==> config.mk <==
export PLATFORM = sky130hd
export DESIGN_NAME = pm_sleep_ctl
export DESIGN_NICKNAME = d
export VERILOG_FILES = /design/src/rtl/pm_sleep_ctl.sv
export SDC_FILE = /design/constraint.sdc
export NUM_CORES = 1
export LEC_CHECK = 0
export BUFFER_PORTS_ARGS = -buffer_cell sky130_fd_sc_hd__buf_4
export CORE_ASPECT_RATIO = 0.75
export CORE_MARGIN = 5
export CORE_UTILIZATION = 33
export DETAILED_ROUTE_END_ITERATION = 8
export PLACE_DENSITY = 0.77
export SETUP_SLACK_MARGIN = 0.15
export SYNTH_ARGS = -nofsm -noshare
export SYNTH_HDL_FRONTEND = slang
export SYNTH_SLANG_ARGS = --single-unit
==> constraint.sdc <==
create_clock -name clk -period 1.6 [get_ports clk]
set_clock_uncertainty 0.2 [all_clocks]
set_input_delay 0.16 -clock clk [delete_from_list [all_inputs] [get_ports clk]]
set_output_delay 0.16 -clock clk [all_outputs]
set_load 0.02 [all_outputs]
==> src/rtl/pm_sleep_ctl.sv <==
module pm_sleep_ctl #(
  parameter int ADDR_W = 16,
  parameter logic [ADDR_W-1:0] BASE_ADDR = 16'h0400,
  parameter logic [ADDR_W-1:0] REG_OFS = 16'h0004
) (
  input  logic              clk,
  input  logic              rtc_rst_n,
  input  logic              plat_rst_n,
  input  logic              core_rst_n,
  input  logic [ADDR_W-1:0] io_addr,
  input  logic              io_wr,
  input  logic              io_rd,
  input  logic [31:0]       io_wdata,
  output logic [31:0]       io_rdata,
  input  logic              pm_evt,
  input  logic              bm_req,
  input  logic              wake_i,
  output logic              sci_o,
  output logic              smi_o,
  output logic              bm_break_o,
  output logic              gbl_evt_o,
  output logic              s1_o,
  output logic              slp_s3_n,
  output logic              slp_s4_n,
  output logic              slp_s5_n
);
  localparam logic [ADDR_W-1:0] REG_ADDR = BASE_ADDR + REG_OFS;
  localparam int B_ROUTE = 0;
  localparam int B_BMW   = 1;
  localparam int B_GBL   = 2;
  localparam int B_CODE  = 10;
  localparam int B_GO    = 13;

  logic       route_q, bmw_q, gbl_q;
  logic [2:0] code_q, held_q, next_code;
  logic       wr_hit, rd_hit, code_ok;
  logic [31:0] reg_val;
  wire unused_wdata = ^{io_wdata[31:14], io_wdata[9:3]};

  assign wr_hit    = io_wr && (io_addr == REG_ADDR);
  assign rd_hit    = io_rd && (io_addr == REG_ADDR);
  assign next_code = wr_hit ? io_wdata[B_CODE +: 3] : code_q;
  assign code_ok   = (next_code == 3'b001) || (next_code[2] && next_code[1:0] != 2'b00);
  assign reg_val   = {18'd0, 1'b0, code_q, 7'd0, 1'b0, bmw_q, route_q};

  always_ff @(posedge clk or negedge rtc_rst_n)
    if (!rtc_rst_n) code_q <= '0;
    else if (wr_hit) code_q <= io_wdata[B_CODE +: 3];

  always_ff @(posedge clk or negedge plat_rst_n)
    if (!plat_rst_n) begin
      bmw_q  <= 1'b0;
      held_q <= '0;
    end else begin
      if (wr_hit) bmw_q <= io_wdata[B_BMW];
      if (wake_i) held_q <= '0;
      else if (wr_hit && io_wdata[B_GO] && held_q == 3'b000 && code_ok)
        held_q <= next_code;
    end

  always_ff @(posedge clk or negedge core_rst_n)
    if (!core_rst_n) begin
      route_q  <= 1'b0;
      gbl_q    <= 1'b0;
      io_rdata <= '0;
    end else begin
      if (wr_hit) route_q <= io_wdata[B_ROUTE];
      gbl_q    <= wr_hit && io_wdata[B_GBL];
      io_rdata <= rd_hit ? reg_val : 32'd0;
    end

  assign gbl_evt_o  = gbl_q;
  assign sci_o      = pm_evt && route_q;
  assign smi_o      = pm_evt && !route_q;
  assign bm_break_o = bm_req && bmw_q;
  assign s1_o       = (held_q == 3'b001);
  assign slp_s3_n   = !(held_q[2] && held_q[1:0] != 2'b00);
  assign slp_s4_n   = !(held_q[2] && held_q[1]);
  assign slp_s5_n   = !(&held_q);
endmodule

==> results of run 1 <==
[flip-flops by register name (all words and copies together) (netlist names)]
name       count
gbl_evt_o      1
bmw_q          1
code_q         3
route_q        1
held_q         3
io_rdata       5
[kinds of logic after synthesis]
kind of cell / Yosys count / share of synthesized area [%]
flip-flops: 14 / 40.4
AO/OA/AOI/OAI: 5 / 4.19
other: 1 / 0.432
AND/OR/NAND/NOR: 24 / 21.2
multiplexers: 5 / 8.66
buffers and inverters: 29 / 25.1
[cell usage in the layout (no fill, tap or decap), types with 2 or more instances in the layout]
| master | n |
|---|---|
| mux2_4 | 5 |
| nor4_1 | 2 |
| dlygate4sd3_1 | 12 |
| and3_2 | 6 |
| buf_4 | 47 |
| conb_1 | 27 |
| clkbuf_4 | 3 |
| nor3b_2 | 2 |
| and2_1 | 2 |
| dfrtp_1 | 14 |
| nand2b_1 | 2 |
[stage by stage]
step	instances	power [W]	hold WS [ns]
floorplan	104	0.000478	-0.336
global placement	157	0.000500	-0.250
detailed placement	157	0.000502	-0.248
CTS	173	0.000712	0.00382
global route	174	0.000741	0.00523
finish	174	0.000707	0.00695
[layer usage]
metal	track usage (%)	vias up	part of all wire [%]
met2	20.6	35	54
met1	11.3	345	37
met3	2.39	2	8.4
met5	0	-	0
li1	-	340	-
met4	5.84	0	0.58
[worst min path at each step]
| stage | end | startpoint | cells past startpoint |
|---|---|---|---|
| 4_1_cts | bmw_q | plat_rst_n | 2 |
| 3_3_place_gp | code_q[0] | rtc_rst_n | 1 |
| 2_1_floorplan | bmw_q | plat_rst_n | 0 |
| 6_report | bmw_q | plat_rst_n | 2 |
| 3_5_place_dp | code_q[0] | rtc_rst_n | 1 |
| 5_1_grt | bmw_q | plat_rst_n | 2 |
[layout make-up]
class	count	area, um2
fill	230	1250
clock buffer	3	22.5
multi-input combinational	61	414
inverter	1	3.75
tap	36	45.0
sequential	14	350
timing repair buffer	59	473
[what timing repair did]
item,4_1_cts,5_1_grt
hold endpoints to repair,28,0
setup buffers,1,1
gates resized for setup,1,2
hold buffers,12,0
setup endpoints to repair,2,3
[power by group]
part,total (W),switching (W),internal [W]
combinational,0.000168,0.0000914,0.0000762
clock,0.000186,0.0000987,0.0000869
sequential,0.000353,0.0000000302,0.000353
==> impl_results.md, run 1 <==
* HPWL after DPL at between 1500 and 2000 um
* EDFF count, synth at 0
* Post-route setup TNS at 0 ns
* Post-Place Setup Slack at -0.0450 ns
* Final worst slack at roughly 0.19 ns
* Min Tclk post-route at 1.41 ns
* Clock Tree Buf Depth at 2
* RSZ-0062 raised after global routing: true
* Dpl cell area at 0.00113 mm2
* CP max stage delay at 0.42 ns
* Via count at 722
* FF-to-FF setup slack at 0.23 ns
* Largest net degree at the start of global routing at 8
* Clock latency at the later pin of the worst-skew pair at between 0.2 and 0.3 ns
* Distinct cells, synth at 26
* Crit path max-delay family: flip-flops
* Max Freq at about 710 MHz
* CP bufs+invs at 1
* Mapped Area at 867 um2
* Area contributors post-synth: dfrtp_1, buf_4, mux2_4
* Critical path depth in cells at 2
* Gate Count Post-Synth at 78
* Power Density at 540 mW/mm2
* Crit path cell chain: nor3b_2 -> buf_4
* Max-slew violations at 0
* Clock sink total at 14
* Vias per cell at 4.15
* CP Launch Point: held_q[2]
* Arrival @ worst endpoint at 1.05 ns
* H-tree levels at 1
* Wire per inst at roughly 12 um
* Port Buffers at 44
* Worst Path Max Fanout at 4
* FF-to-FF End: held_q[2]
* DRC violations left at 0
* Diodes inserted at 0
* Worst VDD drop at 0.191 mV
* 1st-iter DRT viols at 40
* Final non-filler cell area at 0.00131 mm2
* Worst Path Required at 1.24 ns
* Area leader, netlist: dfrtp_1
* Area growth syn-to-layout at 50.9%
* Status: complete, no violations
* Synthesized area per cell at around 11 um2
* Maxcap violations at 0
* Yosys warns at 0
* RR Startpoint: held_q[2]
* CP endpoint: s1_o
* TritonCTS clock tree: yes
* Initial antenna violation count at 0
* Synth top cells by count: buf_4, dfrtp_1, and3_2
* Fraction of layout cells with a size suffix above 1 at between 40% and 50%
* Remaining Overflow, GRT at 0
* Core region area at about 0.0026 mm2
* Root buf cell: clkbuf_4
* Final Hold Viols at 0
* Clk slew on worst S/H paths at 0.08 ns
* Synth Register Bits at 14
* Row Count at 16
* Final setup viols at 0
* Setup crit start kind: flop
* Tightest Hold Check Type: in2async
* DIE AREA at about 0.0038 mm2
* Leak Pwr at 0.707 nW
* I/O pins at 97
* Final ANT Viol Nets at 0
* Die height at 54.4 um
* Vias in the first global route at 650
* Count leader, synth: buf_4
* Final #Nets at 197
* Seq/Total Area, Yosys at 40.4%
* Final core utilization at 51.1%
* First-pass GRT wire length at 3080 um
* DRT Pass-1 Iters at 3
* Die X at 69.2 um
* Final period utilization at about nine tenths
* Starting Density at 33.8%
* Critical-path top delay cell: dfrtp_1
* Worst reg-to-reg path cell count at 3
* Final Wtd Congestion at 0.758
* Most used DFF post-synth: dfrtp_1
* Final wirelength at 2070 um
* Cts bufs inserted at 3
* Critical path capture point type: primary output
* Worst Path Class, Setup: reg2out
* Area share of the largest cell type after synthesis at 40.4%
* Total GRT Usage at approximately a tenth
* Ys async rst share at 100%
No activity file was read; power rests on OpenSTA's default activity.
==> inputs of run 2 (changes only) <==
- clock period: 1.6 -> 1.3 ns (I/O delays scaled with it)
==> run 2 against run 1 <==
  * The run now ends with negative setup slack left
  * Largest power group unchanged
  * Sequential share of layout area down 3.9 points
  * Register-to-register slack lost 0.36 ns
  * Wire length rose by 27%
  * Final area grew 17%
  * Sequential power grew 23%
  * Clock-buffer cell count unchanged
  * Flip-flop and latch count is the same
  * Die area unchanged
  * Hold slack improved by 0.013 ns
==> impl_results.md, run 2 (synthesis gave the netlist of run 1 again) <==
* Area growth syn-to-layout at 76.8% (was 50.9%)
* CP Launch Point: held_q[0] (was held_q[2])
* Power Density at 594 mW/mm2 (was 540 mW/mm2)
* Maxcap violations at 0 (unchanged)
* Crit path cell chain: buf_6 -> nor3b_4 -> buf_6 (was nor3b_2 -> buf_4)
* Diodes inserted at 0 (unchanged)
* Met1 usage at 13.0% (was 11.3%)
* DIE AREA at 0.00376 mm2 (unchanged)
* Top Registers: io_rdata: 5 flops, code_q: 3 flops, held_q: 3 flops (unchanged)
* Die height at 54.4 um (unchanged)
* Clk slew on worst S/H paths at 0.08 ns (about the same)
* Most frequent cells in the layout: buf_4, conb_1, dlygate4sd3_1 (was buf_4, conb_1, dfrtp_1)
* Fraction of layout cells with a size suffix above 1 at 57.0% (was 47.8%)
* Clock sink total at 14 (unchanged)
* H-tree levels at 1 (unchanged)
* 1st-iter DRT viols at 33 (was 40)
* Switch Pwr at 0.000254 W (was 0.000190 W)
* Final setup viols at 7 (was 0)
* Hold_ws at 0.0202 ns (was 0.00695 ns)
* Comb pwr share at 26.6% (was 23.7%)
* Arrival @ worst endpoint at 1.14 ns (was 1.05 ns)
* Row Count at 16 (unchanged)
* Total GRT Usage at 13.6% (was 10.7%)
* Largest net degree at the start of global routing at 8 (unchanged)
* HPWL after DPL at 1830 um (was 1690 um)
* DRT Pass-1 Iters at 4 (was 3)
* Met3 usage at 4.04% (was 2.39%)
* Starting Density at 33.8% (unchanged)
* Die X at 69.2 um (unchanged)
* Switch share at 27.9% (was 26.9%)
* FF-to-FF setup slack at -0.13 ns (was 0.23 ns)
* RR Startpoint: held_q[2] (unchanged)
* Clock share of power at 25.6% (was 26.3%)
* I/O pins at 97 (unchanged)
* Critical-path top delay cell: dfrtp_1 (unchanged)
* Grt peak-use layer: met2 (unchanged)
* Worst reg-to-reg path cell count at 5 (was 3)
* Failing checks: negative setup slack
* Wire per inst at 14.1 um (was 11.9 um)
* Core region area at 0.00256 mm2 (unchanged)
* Port Buffers at 44 (unchanged)
* Final ANT Viol Nets at 0 (unchanged)
* Clock latency at the later pin of the worst-skew pair at 0.27 ns (was 0.26 ns)
* RSZ-0062 raised after global routing: true (unchanged)
* Vias per cell at 4.27 (was 4.15)
* Commonest non-fill, non-tap cell in the layout: buf_4 (unchanged)
* Final wirelength at 2640 um (was 2070 um)
* Worst Path Class, Setup: reg2out (unchanged)
* Max-slew violations at 0 (unchanged)
* Setup crit start kind: flop (unchanged)
* CP endpoint: s1_o (unchanged)
* Final #Nets at 210 (was 197)
* Int Pwr at 0.000656 W (was 0.000517 W)
* Post-Place Setup Slack at -0.292 ns (was -0.0450 ns)
* Worst Path Required at 0.97 ns (was 1.24 ns)
* Min Tclk post-route at about 1.5 ns
* DRC violations left at 0 (unchanged)
* Root buf cell: clkbuf_4 (unchanged)
* Worst VDD drop at 0.250 mV (was 0.191 mV)
* Final period utilization at 113%
* Vias in the first global route at 824 (was 650)
* Tightest Hold Check Type: in2reg (was in2async)
* Final Hold Viols at 0 (unchanged)
* Reg with most FFs: io_rdata (unchanged)
* Initial antenna violation count at 0 (unchanged)
* Most used cell along the critical path: buf_6
* Sequential share of power at 47.8% (was 50.0%)
* Leak Pwr at 0.805 nW (was 0.707 nW)
* Critical path capture point type: primary output (unchanged)
* FF-to-FF End: held_q[1] (was held_q[2])
* Grt met2 use at 28.5% (was 20.6%)
* CP max stage delay at 0.41 ns (was 0.42 ns)
* Max Freq at between 600 and 700 MHz
* TritonCTS clock tree: yes (unchanged)
* Remaining Overflow, GRT at 0 (unchanged)
* Final Wtd Congestion at 0.732 (was 0.758)
* Final worst slack at -0.167 ns (was 0.190 ns)
* Via count at 798 (was 722)
* Status: finished with violations (was complete, no violations)
* First-pass GRT wire length at 3930 um (was 3080 um)
* Max reg flops at 5 (unchanged)
* Clock Tree Buf Depth at 2 (unchanged)
* Hold Path Cell Cnt at 3
* Cts bufs inserted at 3 (unchanged)
* Worst Path Max Fanout at 4 (unchanged)
## run 2: cell count changes in the layout (fill, tap and decap cells not counted), sizes merged
cell         previous run  this run
buf                    47        57
dlygate4sd3            12        15
## run 2: layer usage
layer	part of all wire [%]	vias to the layer above	wire (um)
met5	0	-	0
li1	-	364	-
met2	58	52	1530
met4	1.5	0	40
met1	32	376	845
met3	8.5	6	223
## run 2: how the worst min path moves through the flow
| stage | start | to | slack (ns) |
|---|---|---|---|
| 5_1_grt | io_wr | held_q[2] | 0.03 |
| 2_1_floorplan | plat_rst_n | bmw_q | -0.37 |
| 6_report | io_wr | held_q[2] | 0.02 |
| 3_3_place_gp | rtc_rst_n | code_q[1] | -0.28 |
| 4_1_cts | io_wr | held_q[2] | 0.02 |
| 3_5_place_dp | rtc_rst_n | code_q[0] | -0.28 |
## run 2: repair_timing
| item | CTS | global route |
|---|---|---|
| pin swaps | 12 | 3 |
| setup endpoints to repair | 21 | 22 |
| gates resized for setup | 22 | 7 |
| setup buffers | 6 | 3 |
| gates cloned | 0 | 0 |
| endpoints found under the hold margin | 28 | 4 |
| hold buffers | 15 | 1 |
## run 2: layout make-up
cell class | count | area (um2)
inverter | 1 | 3.75
fill | 206 | 1030
tap | 36 | 45.0
clock buffer | 3 | 22.5
sequential | 14 | 350
multi-input combinational | 61 | 477
timing repair buffer | 72 | 634
## run 2: per-stage QoR
step / cell area, um2 / total power [W] / setup TNS [ns] / std cells / util [%]
after detailed placement: 1170 / 0.000622 / -3.05 / 160 / 45.8
final: 1530 / 0.000910 / -0.676 / 187 / 59.8
after CTS: 1480 / 0.000903 / -0.428 / 184 / 57.6
after floorplan: 981 / 0.000589 / -0.415 / 104 / -
after global routing: 1530 / 0.000949 / -1.07 / 187 / 59.8
after global placement: 1170 / 0.000617 / -2.68 / 160 / 45.8
## run 2: critical path: cells and delay by family (launching register included)
kind,cells,cell delay [ns]
flops,1,0.41
simple gates,1,0.18
buf+inv,2,0.28
## run 2: power by group through the flow
stage	clock [W]	sequential, W	combinational (W)
2_1_floorplan	0	0.000444	0.000145
3_3_place_gp	0	0.000444	0.000174
3_5_place_dp	0	0.000444	0.000178
4_1_cts	0.000237	0.000435	0.000231
5_1_grt	0.000253	0.000435	0.000261
6_report	0.000233	0.000435	0.000242
==> inputs of run 3 (changes only) <==
- ABC_CLOCK_PERIOD_IN_PS: unset -> 1300
- CORE_ASPECT_RATIO: 0.75 -> 0.5
- GPL_TIMING_DRIVEN: unset -> 0
==> run 3 against run 2 <==
  * Highest routed layer unchanged
  * Combinational power grew 21%
  * Worst setup slack improved by 0.10 ns
  * The run still ends with negative setup slack left
  * Hold slack lost 0.019 ns
  * Largest power group unchanged
  * Largest cell class unchanged
==> impl_results.md, run 3 (synthesis gave the netlist of run 1 again) <==
* Status: finished with violations (unchanged)
* Failing checks: negative setup slack (unchanged)
* Leak Pwr at 0.900 nW (was 0.805 nW)
* Placed insts at 185 (was 160)
* Filler cells at 181 (was 206)
* Most frequent cells in the layout: buf_4, conb_1, dfrtp_1, dlygate4sd3_1, buf_6 (was buf_4, conb_1, dlygate4sd3_1)
* Max reg flops at 5 (unchanged)
* Largest net degree at the start of global routing at 9 (was 8)
* Setup crit start kind: flop (unchanged)
* DIE AREA at 0.00381 mm2 (was 0.00376 mm2)
* Clock latency at the later pin of the worst-skew pair at 0.25 ns (was 0.27 ns)
* Total power at 0.00115 W (was 0.000910 W)
* Post-route setup TNS at -0.213 ns (was -0.676 ns)
* Vias per cell at 3.89 (was 4.27)
* Tightest Hold Check Type: in2reg (unchanged)
* FF-to-FF End: held_q[2] (was held_q[1])
* DRT Pass-1 Iters at 4 (unchanged)
* Final worst slack at -0.0657 ns (was -0.167 ns)
* Remaining Overflow, GRT at 0 (unchanged)
* Final wirelength at 2570 um (was 2640 um)
* Die height at 46.2 um (was 54.4 um)
* Register Area at 353 um2 (was 350 um2)
* Row Count at 13 (was 16)
* Clock sink total at 14 (unchanged)
* Worst Path Class, Setup: reg2reg (was reg2out)
* Vias in the first global route at 864 (was 824)
* Clock Tree Buf Depth at 2 (unchanged)
* Final Wtd Congestion at 0.729 (was 0.732)
* H-tree levels at 1 (unchanged)
* Worst Path Required at 1.24 ns (was 0.97 ns)
* Via count at 802 (was 798)
* Port Buffers at 44 (unchanged)
* Final Hold Viols at 0 (unchanged)
* Area growth syn-to-layout at 93.1% (was 76.8%)
* Core region area at 0.00255 mm2 (was 0.00256 mm2)
* Worst hold start: io_wdata[12] (was io_wr)
* Final non-filler cell area at 0.00167 mm2 (was 0.00153 mm2)
* Starting Density at 34.0% (was 33.8%)
* 1st-iter DRT viols at 28 (was 33)
* Max-slew violations at 0 (unchanged)
* DRC violations left at 0 (unchanged)
* Multi-input logic area at 477 um2 (unchanged)
* Met1 wire length at 1100 um (was 845 um)
* RSZ-0062 raised after global routing: true (unchanged)
* TritonCTS clock tree: yes (unchanged)
* Maxcap violations at 0 (unchanged)
* Max Freq at 732 MHz (was 682 MHz)
* Top Registers: io_rdata: 5 flops, code_q: 3 flops, held_q: 3 flops (unchanged)
* Min Tclk post-route at 1.37 ns (was 1.47 ns)
* Worst Path Max Fanout at 5 (was 4)
* Commonest non-fill, non-tap cell in the layout: buf_4 (unchanged)
* Wire length on met2 at 1290 um (was 1530 um)
* Reg with most FFs: io_rdata (unchanged)
* Die X at 82.5 um (was 69.2 um)
* Final ANT Viol Nets at 0 (unchanged)
* Initial antenna violation count at 0 (unchanged)
* Worst VDD drop at 0.422 mV (was 0.250 mV)
* Arrival @ worst endpoint at 1.30 ns (was 1.14 ns)
* Cts bufs inserted at 3 (unchanged)
* HPWL after DPL at 1730 um (was 1830 um)
* Layout Cells excl Fill at 206 (was 187)
* Wire per inst at 12.5 um (was 14.1 um)
* Worst reg-to-reg path cell count at 3 (was 5)
* Diodes inserted at 0 (unchanged)
* Fraction of layout cells with a size suffix above 1 at 62.1% (was 57.0%)
* First-pass GRT wire length at 3860 um (was 3930 um)
* Power Density at 686 mW/mm2 (was 594 mW/mm2)
* Root buf cell: clkbuf_8 (was clkbuf_4)
* RR Startpoint: held_q[0] (was held_q[2])
* Top sig layer: met4 (unchanged)
* Critical path capture point type: flop (was primary output)
* Hold endpoint: held_q[2] (unchanged)
* Final period utilization at 105% (was 113%)
* FF-to-FF setup slack at -0.07 ns (was -0.13 ns)
* DR WL met3 at 104 um (was 223 um)
* Hold Path Cell Cnt at 3 (unchanged)
* Final #Nets at 227 (was 210)
* Final setup viols at 5 (was 7)
* Clk slew on worst S/H paths at 0.06 ns (was 0.08 ns)
* Total GRT Usage at 13.9% (was 13.6%)
* Dpl cell area at 0.00136 mm2 (was 0.00117 mm2)
* I/O pins at 97 (unchanged)
* Hold_ws at 0.00129 ns (was 0.0202 ns)
[run 3: report_power, final]
part / internal, W / total (W) / switching, W
combinational: 0.000158 / 0.000292 / 0.000133
clock: 0.000268 / 0.000421 / 0.000153
sequential: 0.000436 / 0.000436 / 0.0000000478
total: 0.000863 / 0.00115 / 0.000286
[run 3: how the worst max path moves through the flow]
stage	slack, ns	cells after the start	to	start
after floorplan	-0.08	5	bmw_q	io_addr[3]
after global placement	-0.29	6	bmw_q	io_addr[4]
after detailed placement	-0.27	6	code_q[2]	io_addr[4]
after CTS	-0.06	3	held_q[2]	held_q[2]
after global routing	-0.16	3	held_q[2]	held_q[0]
final	-0.07	3	held_q[2]	held_q[0]
[run 3: through the flow]
step	setup slack [ns]	util [%]
after floorplan	-0.0831	-
after global placement	-0.290	53.2
after detailed placement	-0.272	53.2
after CTS	-0.0555	63.1
after global routing	-0.161	65.6
final	-0.0657	65.6
[run 3: layout make-up]
cell class	instances	share of cell area [%]
Buffer	28	12.8
Clock buffer	4	3.29
Inverter	1	0.224
Multi-Input combinational cell	61	28.5
Sequential cell	14	21.1
Tap cell	37	2.77
Timing Repair Buffer	61	31.4
[run 3: what timing repair did]
| item | 4_1_cts | 5_1_grt |
|---|---|---|
| endpoints found under the hold margin | 28 | 3 |
| buffers inserted | 4 | 1 |
| pin swaps | 13 | 11 |
| hold buffers | 11 | 1 |
| setup endpoints to repair | 15 | 21 |
| gates cloned | 0 | 0 |
| gates resized for setup | 15 | 10 |
[run 3: critical path: stages (launching register included)]
cell,delay [ns]
dfrtp_1,0.42
nor3b_2,0.24
o2111ai_1,0.14
o31ai_1,0.26
[run 3: metal layers]
metal  GRT usage [%]  up-vias
met5               0        -
met4            8.47        0
met3            1.95        6
met2            25.8       37
met1            15.5      360
li1                -      399
